===== src/rtl/cas_pkg.sv =====
package cas_pkg;
    localparam int FRAMES    = 16;
    localparam int SLOTS     = 32;
    localparam int SLOT_BITS = 8;
    localparam int SIG_SLOT  = 16;
    localparam int CHANS     = 32;
    localparam int NIBBLE    = SLOT_BITS / 2;
    localparam int FW        = $clog2(FRAMES);
    localparam int TW        = $clog2(SLOTS);
    localparam int BW        = $clog2(SLOT_BITS);
    localparam int CW        = $clog2(CHANS);
    localparam int SEL_REGS  = CHANS / SLOT_BITS;
    localparam int SW        = $clog2(SEL_REGS);
    localparam int AW        = 5;
    localparam int ADDR_CTRL = 4;
    localparam int ADDR_SIG  = 16;

    typedef logic [SLOT_BITS-1:0] byte_t;

    typedef struct packed {
        logic [FW-1:0] frame;
        logic [TW-1:0] slot;
        logic [BW-1:0] bitn;
    } pos_t;

    typedef struct packed {
        logic                   en;
        logic [CHANS-1:0]       sel;
        byte_t [FRAMES-1:0]     sig;
    } cfg_t;

    typedef enum logic [1:0] {
        REG_SEL,
        REG_CTRL,
        REG_SIG,
        REG_NONE
    } reg_kind_e;

    function automatic reg_kind_e decode_addr(logic [AW-1:0] a);
        if (a >= AW'(ADDR_SIG))  return REG_SIG;
        if (a == AW'(ADDR_CTRL)) return REG_CTRL;
        if (a <  AW'(SEL_REGS))  return REG_SEL;
        return REG_NONE;
    endfunction

    function automatic logic is_mf_start(pos_t p);
        return p == '0;
    endfunction

    // Channel (0-based bit in the select vector) that governs the upper nibble
    function automatic logic [CW-1:0] upper_chan(int f);
        return (f == 0) ? '0 : CW'(f - 1);
    endfunction

    // Channel (0-based) that governs the lower nibble
    function automatic logic [CW-1:0] lower_chan(int f);
        return (f == 0) ? CW'(CHANS / 2) : CW'(f + CHANS / 2 - 1);
    endfunction
endpackage


===== src/rtl/cas_cfg_regs.sv =====
module cas_cfg_regs
    import cas_pkg::*;
(
    input  logic          clk,
    input  logic          rst,
    input  logic          wr_en,
    input  logic [AW-1:0] wr_addr,
    input  byte_t         wr_data,
    input  logic          commit,
    output cfg_t          active
);
    cfg_t staged;

    always_ff @(posedge clk) begin
        if (rst) begin
            staged <= '0;
            active <= '0;
        end else begin
            if (commit)
                active <= staged;
            if (wr_en) begin
                unique case (decode_addr(wr_addr))
                    REG_SEL:  staged.sel[wr_addr[SW-1:0]*SLOT_BITS +: SLOT_BITS] <= wr_data;
                    REG_CTRL: staged.en <= wr_data[0];
                    REG_SIG:  staged.sig[wr_addr[FW-1:0]] <= wr_data;
                    default:  ;
                endcase
            end
        end
    end
endmodule


===== src/rtl/cas_ts16_mux.sv =====
module cas_ts16_mux
    import cas_pkg::*;
(
    input  pos_t pos,
    input  logic ser_in,
    input  cfg_t cfg,
    output logic bit_out
);
    logic [FRAMES-1:0] up_sel;
    logic [FRAMES-1:0] lo_sel;
    logic              unused_chan;

    for (genvar f = 0; f < FRAMES; f++) begin : g_frame
        assign up_sel[f] = cfg.sel[upper_chan(f)];
        assign lo_sel[f] = cfg.sel[lower_chan(f)];
    end

    // Channels 16 and 32 govern no nibble
    assign unused_chan = ^{cfg.sel[CHANS/2-1], cfg.sel[CHANS-1]};

    logic is_sig;
    logic upper;
    logic chan_sel;
    logic reg_bit;

    always_comb begin
        is_sig   = (pos.slot == TW'(SIG_SLOT));
        upper    = (pos.bitn < BW'(NIBBLE));
        chan_sel = upper ? up_sel[pos.frame] : lo_sel[pos.frame];
        reg_bit  = cfg.sig[pos.frame][BW'(SLOT_BITS-1) - pos.bitn];
        bit_out  = (cfg.en && is_sig && chan_sel) ? reg_bit : ser_in;
    end
endmodule


===== src/rtl/cas_sig_source.sv =====
module cas_sig_source
    import cas_pkg::*;
(
    input  logic          clk,
    input  logic          rst,
    input  logic          ser_in,
    input  logic [FW-1:0] frame_idx,
    input  logic [TW-1:0] slot_idx,
    input  logic [BW-1:0] bit_idx,
    input  logic          wr_en,
    input  logic [AW-1:0] wr_addr,
    input  logic [7:0]    wr_data,
    output logic          ser_out
);
    pos_t cur_pos;
    logic at_mf_start;
    cfg_t cfg_active;
    logic next_bit;

    assign cur_pos     = '{frame: frame_idx, slot: slot_idx, bitn: bit_idx};
    assign at_mf_start = is_mf_start(cur_pos);

    cas_cfg_regs u_cfg (
        .clk     (clk),
        .rst     (rst),
        .wr_en   (wr_en),
        .wr_addr (wr_addr),
        .wr_data (wr_data),
        .commit  (at_mf_start),
        .active  (cfg_active)
    );

    cas_ts16_mux u_mux (
        .pos     (cur_pos),
        .ser_in  (ser_in),
        .cfg     (cfg_active),
        .bit_out (next_bit)
    );

    always_ff @(posedge clk) begin
        if (rst) ser_out <= 1'b0;
        else     ser_out <= next_bit;
    end
endmodule


===== config.mk =====
export PLATFORM = sky130hd
export DESIGN_NAME = cas_sig_source
export DESIGN_NICKNAME = d
export VERILOG_FILES = /design/src/rtl/cas_pkg.sv /design/src/rtl/cas_cfg_regs.sv /design/src/rtl/cas_ts16_mux.sv /design/src/rtl/cas_sig_source.sv
export SDC_FILE = /design/constraint.sdc
export NUM_CORES = 1
export LEC_CHECK = 0
export ABC_AREA = 1
export ABC_CLOCK_PERIOD_IN_PS = 1600
export BUFFER_PORTS_ARGS = -buffer_cell sky130_fd_sc_hd__buf_2
export CAP_MARGIN = 40
export CORE_ASPECT_RATIO = 1.25
export CORE_UTILIZATION = 35
export CTS_CLUSTER_DIAMETER = 60
export DETAILED_ROUTE_END_ITERATION = 6
export PLACE_DENSITY = 0.49
export SYNTH_ARGS = -nofsm -noshare
export SYNTH_HDL_FRONTEND = slang
export SYNTH_HIERARCHICAL = 1
export SYNTH_SLANG_ARGS = --single-unit
export TNS_END_PERCENT = 100

===== constraint.sdc =====
create_clock -name clk -period 1.6 [get_ports clk]
set_input_delay 0.4 -clock clk [delete_from_list [all_inputs] [get_ports clk]]
set_output_delay 0.4 -clock clk [all_outputs]
set_load 0.1 [all_outputs]

==> results.cfg <==
[outcome]
status = finished, final reports clean

[clocking]
worst_setup_hold_path_clk_slew_ns = 0.05
cts.sink_count = 319
cts_root_buf = clkbuf_16
cts_inserted_buffers = 36
cts-htree-levels = 2
clock_tree_from_tritoncts = done
cts_max_path_buffers = 3
clock_latency_ns = 0.53
cts_setup_buffers = 0

[critical_path]
critPathArrivalTime_ns = 1.15
crit_slowest_cell = dfxtp_1
timing.reg2reg.worst_path_depth = 12
critical_path_required_ns = 1.20
startpoint_type_of_the_worst_setup_path = flip-flop
worstPathCellList = buf_6
setup.worst_path.end_class = output pin
worstPathBufferInverterCount = 1
crit_type = reg -> out
critical_path_cell_count = 1
worstPathMaxFanout = 1
critical-path-top-delay-family = flip-flops
cpPeakStageDelay_ns = 0.39

[sta]
slew_viol_final = 0
finalHoldViolations = 0
max_slew_margin_pct = 71.67
grt_setup_unrepaired = false
final.period_utilization_pct = 97.17
worst_pin_slew_ns = 0.4249
setup-violations-final = 0
period_minus_slack_ns = 1.555
min_setup_slack_post_route_ns = 0.04526
skew_ns = 0.01428
max_freq_mhz = 643.2

[route]
ant_nets = 0
routedWlPerCell_um = 17.29
detailedRoute.firstPassIterationCount = 5
wl_mm = 43.10
vias_per_cell = 4.947
drt_iter0_drcs = 843
drc_viols = 0
detailroute.via_count = 12330

[pwr]
part_of_the_total_power_dissipated_in_sequential_elements_pct = 45.9
power_mw = 17.47
power.static_leakage_nw = 7.082
internal-power_mw = 13.34
switching_pwr_mw = 4.130
switching_share_pct = 23.65
irDropWorstVdd_mv = 0.6367
p_per_area_mw_per_mm2 = 1106
share_clk_of_total_power_pct = 47.6
power_frac_comb_pct = 6.5

[global_route]
first_global_vias = 11430
number_of_antenna_violations_at_the_first_check_in_global_routing = 0
grt.overflow.total = 0
first_pass_grt_wire_length_mm = 67.06
grt_max_degree = 62
groute.usage.overall_pct = 22.44

[die]
std_cell_rows = 79
initial_core_util_pct = 35.60
boundaryPins = 30
die_h_um = 220.0
core_area_mm2 = 0.03736
chipWidth_um = 176.4
floorplan.die_area_mm2 = 0.03879

[finish]
post_route_cells_drive_above_1_share_pct = 12.06
mostFrequentLayoutCells = nor2_1 (608), dfxtp_1 (319), o21ai_0 (295), nand2_1 (282), nand3_1 (128)
area_growth_syn_to_layout_pct = 18.77
fin_nets = 2014
antennaDiodeCount = 0
most_common_cell_after_layout_fill_and_taps_aside = nor2_1

[hold_path]
worst_hold_path_type = in -> reg
timing.hold.worst_path_depth = 2

[placement]
place.detailed.hpwl_mm = 29.48
place_congestion = 0.8176
port-buffer-count = 29
post-place-ws_ns = -0.4094

[yosys]
postSynthCellCount = 1922
synth_fp_nets = 1956
ys_warn_count = 6
synth_area_mm2 = 0.01330
syn_avg_cell_area_um2 = 6.921

[flow_run]
drv.max_cap_violation_count = 0
[repair_timing]
action / 4_1_cts / 5_1_grt
gates resized for setup: 2 / 1
setup endpoints to repair: 1 / 1
hold buffers: 0 / 0
endpoints found under the hold margin: 0 / 0
[area by class of cell]
| cell class | instances | area, um^2 |
|---|---|---|
| Tap cell | 486 | 608.1 |
| Clock buffer | 48 | 1047 |
| Timing Repair Buffer | 142 | 1304 |
| Fill cell | 3955 | 21570 |
| Inverter | 96 | 385.4 |
| Sequential cell | 319 | 6386 |
| Clock inverter | 16 | 150.1 |
| Multi-Input combinational cell | 1385 | 5917 |
[sequential cells by signal, summed over array words and instances (netlist names)]
name	flops
u_cfg/staged	159
u_cfg/active	159
ser_out	1
[metal layers]
metal	up-vias	global-route usage, %	share of wire, %
li1	6231	-	-
met1	5719	30.46	46
met2	312	36.26	46
met3	67	3.019	5.0
met4	0	7.989	3.1
met5	-	0	0
[metrics by stage]
stage | setup TNS, ns | cell area [um^2] | util (%) | cells | hold WS (ns)
3_5_place_dp | -76.68 | 14590 | 39.05 | 2428 | 0.4457
6_report | 0 | 15800 | 42.28 | 2492 | 0.1507
5_1_grt | 0 | 15800 | 42.28 | 2492 | 0.1291
3_3_place_gp | -75.11 | 14590 | 39.05 | 2428 | 0.4414
4_1_cts | 0 | 15790 | 42.27 | 2492 | 0.1216
2_1_floorplan | 0 | 13300 | - | 1922 | 0.4334
[worst register-to-register path, stage by stage, from the launching register on]
cell and delay (ns):
dfxtp_1 0.32, nor2_1 0.18, nor2_1 0.05, o21ai_0 0.07
o211ai_1 0.11, nand3_1 0.09, nand2_1 0.06, nor2_1 0.11
nor2_1 0.06, nand3_1 0.08, nand2_1 0.05, inv_1 0.05
nor2_1 0.03
[power by group through the flow]
stage,Clock [mW],Sequential (mW),Combinational (mW)
floorplan,0,8.20,0.623
global placement,0,8.20,1.12
detailed placement,0,8.20,1.13
CTS,8.52,8.02,1.13
global route,8.87,8.02,1.24
finish,8.31,8.02,1.13
[worst paths after layout]
path	start	end	slack, ns
worst max-delay path	ser_out	ser_out	0.05
worst min-delay path	rst	ser_out	0.15
worst max register to register	u_cfg/active[132]	ser_out	0.22
worst min register to register	u_cfg/staged[139]	u_cfg/active[139]	0.45
Power figures use the tool's default switching activity.
